## src/rtl/sba_pkg.sv

```systemverilog
// Package: sba_pkg
// Shared constants and types for the split-aware two-master arbiter.
// Assumes master index 0 is master 1 (highest priority) and index 1 is master 2.
package sba_pkg;
    localparam int NUM_MASTERS = 2;
    localparam int ID_W        = (NUM_MASTERS > 1) ? $clog2(NUM_MASTERS) : 1;

    typedef logic [ID_W-1:0] mid_t;

    // A slot names one master, or none when vld is low.
    typedef struct packed {
        logic vld;
        mid_t id;
    } slot_t;
endpackage

```

## src/rtl/sba_pick.sv

```systemverilog
// Module: sba_pick
// Combinational next-owner selection. The current owner keeps the bus while
// it holds its request and no split occurs. Otherwise a latched resume of the
// parked master wins. Otherwise the lowest-index eligible requester wins.
// Assumes bus_split is only meaningful while an owner exists and nothing is
// already parked.
module sba_pick
    import sba_pkg::*;
(
    input  slot_t                  owner,
    input  slot_t                  parked,
    input  logic                   ready_q,
    input  logic [NUM_MASTERS-1:0] req,
    input  logic [NUM_MASTERS-1:0] to_split,
    input  logic                   bus_split,
    output slot_t                  nxt_owner,
    output logic                   resume,
    output logic                   park_new
);
    logic                   keep;
    logic                   pend_after;
    mid_t                   park_id_after;
    logic [NUM_MASTERS-1:0] elig;

    // Split takes effect only on a live owner with nothing parked.
    assign park_new      = owner.vld && bus_split && !parked.vld;
    assign keep          = owner.vld && req[owner.id] && !park_new;
    assign pend_after    = parked.vld || park_new;
    assign park_id_after = parked.vld ? parked.id : owner.id;

    // Per-master eligibility: requesting, not parked, not aimed at a busy split slave.
    for (genvar gm = 0; gm < NUM_MASTERS; gm++) begin : g_elig
        assign elig[gm] = req[gm]
                       && !(pend_after && (park_id_after == mid_t'(gm)))
                       && !(pend_after && to_split[gm]);
    end

    // Choose the next owner: keep, else resume, else fixed priority.
    always_comb begin
        nxt_owner = '0;
        resume    = 1'b0;
        if (keep) begin
            nxt_owner = owner;
        end else if (parked.vld && ready_q) begin
            nxt_owner.vld = 1'b1;
            nxt_owner.id  = parked.id;
            resume        = 1'b1;
        end else begin
            for (int m = NUM_MASTERS - 1; m >= 0; m--) begin
                if (elig[m]) begin
                    nxt_owner.vld = 1'b1;
                    nxt_owner.id  = mid_t'(m);
                end
            end
        end
    end
endmodule

```

## src/rtl/sba_park.sv

```systemverilog
// Module: sba_park
// Holds the parked master and the latched readiness of the split slave.
// Assumes park_new and resume are never high in the same cycle (resume
// needs an existing park, park_new needs none).
module sba_park
    import sba_pkg::*;
(
    input  logic  clk,
    input  logic  rst_n,
    input  logic  park_new,
    input  mid_t  owner_id,
    input  logic  resume,
    input  logic  split_ready,
    output slot_t parked,
    output logic  ready_q
);
    // Record, clear and arm the parked master.
    always_ff @(posedge clk or negedge rst_n) begin
        if (!rst_n) begin
            parked  <= '0;
            ready_q <= 1'b0;
        end else if (park_new) begin
            parked.vld <= 1'b1;
            parked.id  <= owner_id;
            ready_q    <= 1'b0;
        end else if (resume) begin
            parked  <= '0;
            ready_q <= 1'b0;
        end else if (parked.vld && split_ready) begin
            ready_q <= 1'b1;
        end
    end

    // A latched ready always belongs to a parked master.
    assert_ready_has_park_R8: assert property (@(posedge clk) disable iff (!rst_n)
        ready_q |-> parked.vld);
endmodule

```

## src/rtl/sba_owner.sv

```systemverilog
// Module: sba_owner
// Registers the bus owner and the resume pulse, and decodes the per-master
// grants and the owner select. Assumes nxt_owner comes from sba_pick.
module sba_owner
    import sba_pkg::*;
(
    input  logic                   clk,
    input  logic                   rst_n,
    input  slot_t                  nxt_owner,
    input  logic                   resume,
    output slot_t                  owner,
    output logic [NUM_MASTERS-1:0] grant,
    output mid_t                   owner_sel,
    output logic                   split_grant
);
    // Owner register and split-grant pulse register.
    always_ff @(posedge clk or negedge rst_n) begin
        if (!rst_n) begin
            owner       <= '0;
            split_grant <= 1'b0;
        end else begin
            owner       <= nxt_owner;
            split_grant <= resume;
        end
    end

    // One grant line per master.
    for (genvar g = 0; g < NUM_MASTERS; g++) begin : g_grant
        assign grant[g] = owner.vld && (owner.id == mid_t'(g));
    end

    assign owner_sel = owner.vld ? owner.id : '0;

    assert_grant_onehot_R1: assert property (@(posedge clk) disable iff (!rst_n)
        $onehot0(grant));
    assert_pulse_single_R7: assert property (@(posedge clk) disable iff (!rst_n)
        split_grant |=> !split_grant);
endmodule

```

## src/rtl/split_bus_arbiter.sv

```systemverilog
// Module: split_bus_arbiter
// Fixed-priority arbiter for two masters with split-transaction parking.
// Master 1 has the higher priority. A split parks the owner. The other master
// may then use non-split slaves until the split slave reports ready. After
// that the parked master is resumed with a one-cycle split_grant pulse.
// Assumes the address decoder supplies mN_to_split for each master's target.
module split_bus_arbiter
    import sba_pkg::*;
(
    input  logic clk,
    input  logic rst_n,
    input  logic m1_req,
    input  logic m1_to_split,
    input  logic m2_req,
    input  logic m2_to_split,
    input  logic bus_split,
    input  logic split_ready,
    output logic m1_grant,
    output logic m2_grant,
    output logic owner_sel,
    output logic split_grant
);
    slot_t                  owner;
    slot_t                  parked;
    slot_t                  nxt_owner;
    logic                   ready_q;
    logic                   resume;
    logic                   park_new;
    logic [NUM_MASTERS-1:0] grant;
    mid_t                   sel;

    sba_pick u_pick (
        .owner     (owner),
        .parked    (parked),
        .ready_q   (ready_q),
        .req       ({m2_req, m1_req}),
        .to_split  ({m2_to_split, m1_to_split}),
        .bus_split (bus_split),
        .nxt_owner (nxt_owner),
        .resume    (resume),
        .park_new  (park_new)
    );

    sba_park u_park (
        .clk         (clk),
        .rst_n       (rst_n),
        .park_new    (park_new),
        .owner_id    (owner.id),
        .resume      (resume),
        .split_ready (split_ready),
        .parked      (parked),
        .ready_q     (ready_q)
    );

    sba_owner u_owner (
        .clk         (clk),
        .rst_n       (rst_n),
        .nxt_owner   (nxt_owner),
        .resume      (resume),
        .owner       (owner),
        .grant       (grant),
        .owner_sel   (sel),
        .split_grant (split_grant)
    );

    assign m1_grant  = grant[0];
    assign m2_grant  = grant[1];
    assign owner_sel = sel[0];

    assert_sel_idle_R1: assert property (@(posedge clk) disable iff (!rst_n)
        !(m1_grant || m2_grant) |-> !owner_sel);
    assert_m1_holds_R3: assert property (@(posedge clk) disable iff (!rst_n)
        (m1_grant && m1_req && !bus_split) |=> m1_grant);
    assert_m2_holds_R3: assert property (@(posedge clk) disable iff (!rst_n)
        (m2_grant && m2_req && !bus_split) |=> m2_grant);
    assert_park_m1_R4: assert property (@(posedge clk) disable iff (!rst_n)
        (m1_grant && bus_split && !parked.vld) |=> (!m1_grant && parked.vld));
    assert_holdoff_m1_R5: assert property (@(posedge clk) disable iff (!rst_n)
        ($rose(m1_grant) && parked.vld && parked.id == mid_t'(1)) |-> !$past(m1_to_split));
    assert_holdoff_m2_R5: assert property (@(posedge clk) disable iff (!rst_n)
        ($rose(m2_grant) && parked.vld && parked.id == mid_t'(0)) |-> !$past(m2_to_split));
    assert_pulse_on_rise_R7: assert property (@(posedge clk) disable iff (!rst_n)
        split_grant |-> ($rose(m1_grant) || $rose(m2_grant)));
    assert_idle_no_grant_R9: assert property (@(posedge clk) disable iff (!rst_n)
        (!m1_req && !m2_req && !parked.vld) |=> !(m1_grant || m2_grant));
endmodule

```

## config.mk

```make
export PLATFORM = sky130hd
export DESIGN_NAME = split_bus_arbiter
export DESIGN_NICKNAME = d
export VERILOG_FILES = /design/src/rtl/sba_pkg.sv /design/src/rtl/sba_pick.sv /design/src/rtl/sba_park.sv /design/src/rtl/sba_owner.sv /design/src/rtl/split_bus_arbiter.sv
export SDC_FILE = /design/constraint.sdc
export NUM_CORES = 1
export LEC_CHECK = 0
export BUFFER_PORTS_ARGS = -buffer_cell sky130_fd_sc_hd__buf_2
export CAP_MARGIN = 20
export CELL_PAD_IN_SITES_DETAIL_PLACEMENT = 1
export CELL_PAD_IN_SITES_GLOBAL_PLACEMENT = 2
export CORE_AREA = 10 10 47 49
export CTS_CLUSTER_DIAMETER = 100
export CTS_CLUSTER_SIZE = 25
export DETAILED_ROUTE_END_ITERATION = 10
export DIE_AREA = 0 0 57 59
export PLACE_DENSITY_LB_ADDON = 0.1
export SLEW_MARGIN = 20
export SYNTH_ARGS = -nofsm -noshare
export SYNTH_HDL_FRONTEND = slang
export SYNTH_HIERARCHICAL = 1
export SYNTH_SLANG_ARGS = --single-unit
```

## constraint.sdc

```tcl
create_clock -name clk -period 3.31 [get_ports clk]
set_input_delay 0.1655 -clock clk [delete_from_list [all_inputs] [get_ports clk]]
set_output_delay 0.1655 -clock clk [all_outputs]
set_load 0.005 [all_outputs]
```

After elaboration in Yosys (flattened, before gate mapping)
Cells that the tools add are included.

operators by class
  magnitude comparators = 1
  multiplexer cells = 14
  bitwise gates (word level) = 2
  reductions and logical operators = 25

operators with widths
  kind                  number
  $logic_and A1 B1 Y1   16
  $mux W2               5
  $mux W1               9
  $logic_not A1 Y1      6
  $reduce_bool A3 Y1    1
  $lt A1 B2 Y1 const B  1
  $not A1 Y1            2
  $reduce_bool A2 Y1    1
  $logic_or A1 B1 Y1    1

storage, ports and cells
  bits in registers = 6
  input bits = 8
  word-level logic and storage cells = 48

Longest topological paths before layout
Gate-level depths: netlist (run 1).

  depth after elaboration = 10
  depth in mapped cells = 5
  gate-level depth less buffers = 5

Modules after synthesis
The synthesis (run 1) kept the hierarchy.

modules (own cells, without submodules)
  module     instances  cells each  area an instance (um^2)  sequential area each (um^2)
  sba_pick   1          21          163.9                    0.0
  sba_park   1          9           110.1                    75.1
  sba_owner  1          6           98.8                     75.1

Worst setup path after synthesis (run 1)
No wires, ideal clock.

  kind = reg-to-reg
  start = register, netlist name u_owner/owner[0]
  end = register, netlist name u_park/parked[0]
  library setup time = 121 ps
  arrival time = 1224 ps
  data required time = 3189 ps
  path slack = 1965 ps
  cell stages (with the launch flop) = 6
  path buffers = 0
  clock period less this slack = 1345 ps
  cells stage by stage = dfrtp_1 -> mux2_4 -> nand2_1 -> and3_1 -> nor2_1 -> a22o_1

on the way
  longest elaborated chain between the ends = 6
  elaborated cells on any way between the ends = 7

RTL lines
  item                                         RTL line                 source
  $mux W1 (implied by the code) (2 in series)  sba_pick.sv:27           assign keep = owner.vld && req[owner.id] && !park_new;
  $logic_and A1 B1 Y1 (2 in series)            sba_pick.sv:27
  $mux W1                                      sba_pick.sv:42           if (keep) begin
  net resume                                   split_bus_arbiter.sv:27  logic resume;
  $reduce_bool A2 Y1 (no line)                 -

The timed path passes the listed nets, and every way through them passes these cells. The select of a mux whose other input is x is not followed.
A chain may end at the register's enable or synchronous reset.

Final worst setup path (run 1)
  start = register, netlist name u_owner/owner[0]
  end = register, netlist name u_park/parked[0]

on the way
  longest elaborated chain between the ends = 6
  elaborated cells on any way between the ends = 7

RTL lines
  item                                         RTL line
  $mux W1 (implied by the code) (2 in series)  sba_pick.sv:27
  $logic_and A1 B1 Y1 (2 in series)            sba_pick.sv:27
  $mux W1                                      sba_pick.sv:42
  net resume                                   split_bus_arbiter.sv:27
  $reduce_bool A2 Y1 (no line)                 -

The timed path passes the listed nets, and every way through them passes these cells. The select of a mux whose other input is x is not followed.

==> impl_metrics.csv, run 1 <==
group,metric,value,unit
logic_synthesis,synth_edf_count,0,
timing,slew_violations,0,
die,core,0.00140,mm²
logic_synthesis,postSynthAreaPerCell,10.4,µm²
timing,final_hold_viol_count,0,
timing,fin_tns_setup,0,ns
final_layout,layout_common_cells,"11 x buf_2, 6 x dfrtp_1, 3 x clkbuf_4, 3 x inv_1",
power,power_frac_seq,0.400,
grt,grt_max_degree,12,
setup_path,crit_slowest_cell,"dfrtp_1",
power,p_leak,0.000222,µW
logic_synthesis,syn_area,373,µm²
power,power.total,392,µW
setup_path,max_stage_delay,0.45,ns
grt,grt_pass1_wl,1520,µm
logic_synthesis,syn_nets,44,
power,p_sw_frac,0.382,
logic_synthesis,async_reset_ff_frac,1.00,
timing,worst_pin_slew,0.353,ns
clock_network,clk_latency,0.24,ns
setup_path,startpoint_type,"flip-flop",
logic_synthesis,ys_types,26,
setup_path,cp.buffers_inverters,0,
die,die_height,59,µm
hold_path,hold_path.class,"in -> reg",
setup_path,cp.arrival,1.60,ns
clock_network,clkTransAtPathRegs,0.04,ns
setup_path,timing.rr.start,"u_owner/owner[0]$_DFF_PN0_",
power,power_density,841,mW/mm²
clock_network,cts.path.max_buffers,2,
setup_path,r2r_cells,5,
timing,whs,0.232,ns
timing,post-route-period-util,0.446,
routing,ant_nets,0,
timing,setup_viol,0,
clock_network,cts_tree,"built",
die,die_x,57,µm
final_layout,final_cells,65,
final_layout,synthToLayoutAreaGrowth,24.8,%
setup_path,path_delay_family,"flip-flops",
logic_synthesis,ys_ff_latch,6,
clock_network,cts_htree_levels,1,
clock_network,numCtsBuffers,3,
clock_network,clock_sinks,6,
setup_path,cp_max_fo,7,
power,pwr-share-comb,0.433,
power,ir_drop,0.287,mV
routing,wirelength,904,µm
timing,rsz0062_at_grt,"false",
place,dp.cells,61,
routing,via_per_inst,4.83,
setup_path,worst_setup_path_end_kind,"flip-flop",
power,p_int,242,µW
die,die_area,0.00336,mm²
grt,grt_pass1_vias,326,
routing,wl_per_cell,13.9,µm
power,power_switching,150,µW
timing,fin_crit,1.48,ns
power,clkPwrFrac,0.167,
timing,max_freq,0.677,GHz
status,status,"completed",
setup_path,startpoint,"u_owner/owner[0]$_DFF_PN0_",
place,hpwl,756,µm
routing,vias,314,
final_layout,diodes,0,
routing,first_iter_violations,7,
grt,grtUsageTotal,0.0586,
hold_path,holdCritStartpoint,"split_ready",
place,port_buffers,11,
hold_path,worstHoldPathCells,3,
final_layout,drive_gt1_frac,0.469,
clock_network,cts-resized-gates,0,
routing,dr.pass1.iters,2,
logic_synthesis,yosysWarnings,6,
timing,slew_headroom,0.764,
setup_path,cp.depth,5,
final_layout,finalCoreUtilization,0.332,
die,rows,14,
flow_run,maxCapViolCount,0,
grt,grt-ovfl-total,0,
logic_synthesis,ys.flop_type,"dfrtp_1",
final_layout,nets,59,
place,gp_congestion,0.683,
setup_path,crit_chain,"mux2_4, nand2_1, and3_1, nor2_1, a22o_1",
logic_synthesis,netlist_instances,36,
setup_path,required,3.44,ns
clock_network,clock-root-buffer,"clkbuf_4",
timing,fin_skew,0.000432,ns
final_layout,final_common_cell,"buf_2",
die,start_util,0.266,
logic_synthesis,synth-seq-area-share,0.403,
routing,drc,0,
setup_path,crit_type,"reg -> reg",
grt,antenna_found_initial,0,
die,pin_count,12,
==> tightest hold or removal path, delay by kind of cell <==
family,cells,cell delay [ns]
AO/OA/AOI/OAI,1,0.05
AND/OR/NAND/NOR,1,0.12
buffers and inverters,1,0.07
==> area by class of cell <==
cell class                      count  area (µm²)
Inverter                            3        11.3
Timing Repair Buffer               12        65.1
Sequential cell                     6         150
Tap cell                           16        20.0
Fill cell                         173         936
Clock buffer                        3        22.5
Multi-Input combinational cell     25         196
==> power groups by stage <==
stage | logic [µW] | clock network, µW | registers, µW
after floorplan | 149 | 0 | 135
after global placement | 168 | 0 | 158
after detailed placement | 172 | 0 | 157
after CTS | 174 | 70.9 | 156
after global routing | 188 | 73.3 | 165
final | 170 | 65.4 | 157
==> cell usage after synthesis, drive strengths merged, types with 2 or more instances <==
cell    n  area, µm²
dfrtp   6        150
inv     3       11.3
buf     2       15.0
nand2   2       7.51
nand2b  2       15.0
nor2    2       7.51
==> worst paths after layout <==
path | endpoint | slack, ns
setup / recovery | u_park/parked[0]$_DFFE_PN0P_ | 1.83
hold / removal | u_park/ready_q$_DFFE_PN0P_ | 0.23
setup reg to reg | u_park/parked[0]$_DFFE_PN0P_ | 1.83
hold reg to reg | u_park/parked[0]$_DFFE_PN0P_ | 0.57
max in group asynchronous | u_park/parked[1]$_DFFE_PN0P_ | 2.91
min in group asynchronous | u_park/parked[0]$_DFFE_PN0P_ | 0.27
==> sequential cells by signal, summed over array words and instances (netlist names) <==
register and cells:
u_owner/split_grant 1, u_owner/owner 2, u_park/ready_q 1, u_park/parked 2
==> through the flow <==
step	setup slack (ns)	cell area, µm²
after global routing	1.74	465
after global placement	1.85	433
after detailed placement	1.83	433
after floorplan	1.97	373
after CTS	1.82	465
final	1.83	465
==> metal layers <==
layer	GRT usage	share of wire	routed length, µm
met3	0.0215	0.037	33
met1	0.0600	0.45	405
met4	0.0403	0.025	23
met5	0	0	0
met2	0.0977	0.49	441
==> cells by family after synthesis <==
logic type / share of synthesized area
AO/OA/AOI/OAI: 0.208
multiplexers: 0.0671
AND/OR/NAND/NOR: 0.252
flip-flops: 0.403
buffers and inverters: 0.0705
==> repair_timing <==
action,4_1_cts,5_1_grt
buffers inserted,0,0
endpoints found under the hold margin,6,0
hold buffers,1,0
Note: power is estimated with default switching activity, not from simulation.
==> run 2, diff against run 1 <==
- CORE_AREA: 10 10 47 49 -> unset
- CORE_MARGIN: unset -> 10
- CORE_UTILIZATION: unset -> 27
- DIE_AREA: 0 0 57 59 -> unset
- clock period: 3.31 -> 1.45 ns (I/O delays scaled with it)
==> run 2 against run 1 <==
  * Worst setup slack lost 1.8 ns
  * Critical path depth is the same
  * Sequential share of layout area decreased by 0.76 points
  * Global-route usage rose by 0.32 points
  * Critical path type unchanged
==> impl_metrics.csv, run 2 (synthesized netlist as in run 1, its figures left out) <==
group,metric,value,unit
die,core,0.00130,mm²
clock_network,clk_latency,0.25,ns
timing,slew_violations,0,
clock_network,cts_setup_buffers,0,
status,status,"completed",
final_layout,layout_common_cells,"11 x buf_2, 6 x dfrtp_1, 3 x clkbuf_4, 3 x inv_1",
clock_network,clkTransAtPathRegs,0.05,ns
final_layout,finalCoreUtilization,0.366,
routing,ant_nets,0,
timing,post-route-period-util,0.948,
timing,slew_headroom,0.752,
timing,fin_tns_setup,0,ns
routing,vias,319,
clock_network,clock_sinks,6,
place,placedInstanceArea,439,µm²
routing,wl_per_cell,13.9,µm
timing,final_hold_viol_count,0,
final_layout,largestRegisters,"u_owner/owner x2, u_park/parked x2",
grt,grt_max_degree,12,
clock_network,cts_htree_levels,1,
clock_network,cts_tree,"built",
final_layout,diodes,0,
die,rows,13,
setup_path,cp.arrival,1.52,ns
clock_network,numCtsBuffers,3,
grt,grtUsageTotal,0.0618,
place,hpwl,706,µm
power,power_switching,353,µW
timing,worst_pin_slew,0.369,ns
timing,fin_crit,1.37,ns
die,die_x,57.2,µm
power,ir_drop,0.660,mV
place,gp_congestion,0.736,
timing,rsz0062_at_grt,"false",
final_layout,nets,60,
timing,worst_slack,0.0752,ns
setup_path,required,1.59,ns
die,pin_count,12,
power,power_density,1940,mW/mm²
clock_network,clock-root-buffer,"clkbuf_4",
timing,fin_skew,0.00559,ns
power,power_frac_seq,0.386,
hold_path,hold_path.class,"in -> reg",
power,p_leak,0.000226,µW
final_layout,drive_gt1_frac,0.500,
grt,grt-ovfl-total,0,
routing,wirelength,904,µm
power,power.total,926,µW
setup_path,startpoint_type,"flip-flop",
timing,max_freq,0.727,GHz
flow_run,maxCapViolCount,0,
setup_path,crit_type,"reg -> reg",
grt,antenna_found_initial,0,
grt,grt_pass1_vias,309,
setup_path,cp_max_fo,4,
die,die_area,0.00327,mm²
routing,via_per_inst,4.91,
power,pwr-share-comb,0.443,
place,port_buffers,11,
grt,grt_pass1_wl,1440,µm
routing,drc,0,
power,clkPwrFrac,0.171,
place,place_ws,0.0500,ns
clock_network,cts.path.max_buffers,2,
final_layout,final_common_cell,"buf_2",
power,p_sw_frac,0.382,
final_layout,stdcell_area,477,µm²
final_layout,synthToLayoutAreaGrowth,27.9,%
routing,first_iter_violations,3,
power,p_int,572,µW
die,start_util,0.287,
timing,setup_viol,0,
routing,dr.pass1.iters,4,
setup_path,worst_setup_path_end_kind,"flip-flop",
die,die_height,57.2,µm
[run 2: layout make-up]
class | count | area [µm²]
repair buffers | 13 | 72.6
well taps | 15 | 18.8
clock buffers | 3 | 22.5
flip-flops and latches | 6 | 150
inverters | 3 | 11.3
fillers | 160 | 825
multi-input cells | 25 | 201
[run 2: critical path: stages, from the launching register on]
cell and delay [ns]:
dfrtp_1 0.41, mux2_4 0.32, nand2_1 0.09, and3_4 0.20, nor2_1 0.04, a22o_1 0.19
[run 2: per-layer routing]
metal	track usage	vias to the layer above	routed length (µm)	share of wire
li1	-	156	-	-
met1	0.0632	146	404	0.45
met2	0.0729	13	403	0.45
met3	0.0332	4	53	0.059
met4	0.0906	0	42	0.046
met5	0	-	0	0
[run 2: what timing repair did]
item | 4_1_cts | 5_1_grt
setup endpoints to repair | 0 | 1
endpoints found under the hold margin | 6 | 0
gates resized for setup | 0 | 1
hold buffers | 1 | 0
[run 2: power by group through the flow]
stage	logic, µW	clock network [µW]	registers, µW
CTS	404	171	355
global route	447	186	371
finish	410	159	357
floorplan	341	0	308
global placement	399	0	360
detailed placement	399	0	358
[run 2: per-stage QoR]
step / instances / hold slack (ns)
2_1_floorplan: 36 / -0.223
3_3_place_gp: 61 / -0.104
3_5_place_dp: 61 / -0.0989
4_1_cts: 65 / 0.141
5_1_grt: 65 / 0.131
6_report: 65 / 0.152
[run 2: path summary, 6_finish.rpt]
kind	startpoint	endpoint	slack [ns]	cells past startpoint
max in group asynchronous	rst_n	u_park/ready_q$_DFFE_PN0P_	1.13	2
hold / removal	split_ready	u_park/ready_q$_DFFE_PN0P_	0.15	3
setup reg to reg	u_owner/owner[0]$_DFF_PN0_	u_park/parked[0]$_DFFE_PN0P_	0.08	5
hold reg to reg	u_park/parked[0]$_DFFE_PN0P_	u_park/parked[0]$_DFFE_PN0P_	0.57	1
setup / recovery	u_owner/owner[0]$_DFF_PN0_	u_park/parked[0]$_DFFE_PN0P_	0.08	5
min in group asynchronous	rst_n	u_park/parked[0]$_DFFE_PN0P_	0.17	2
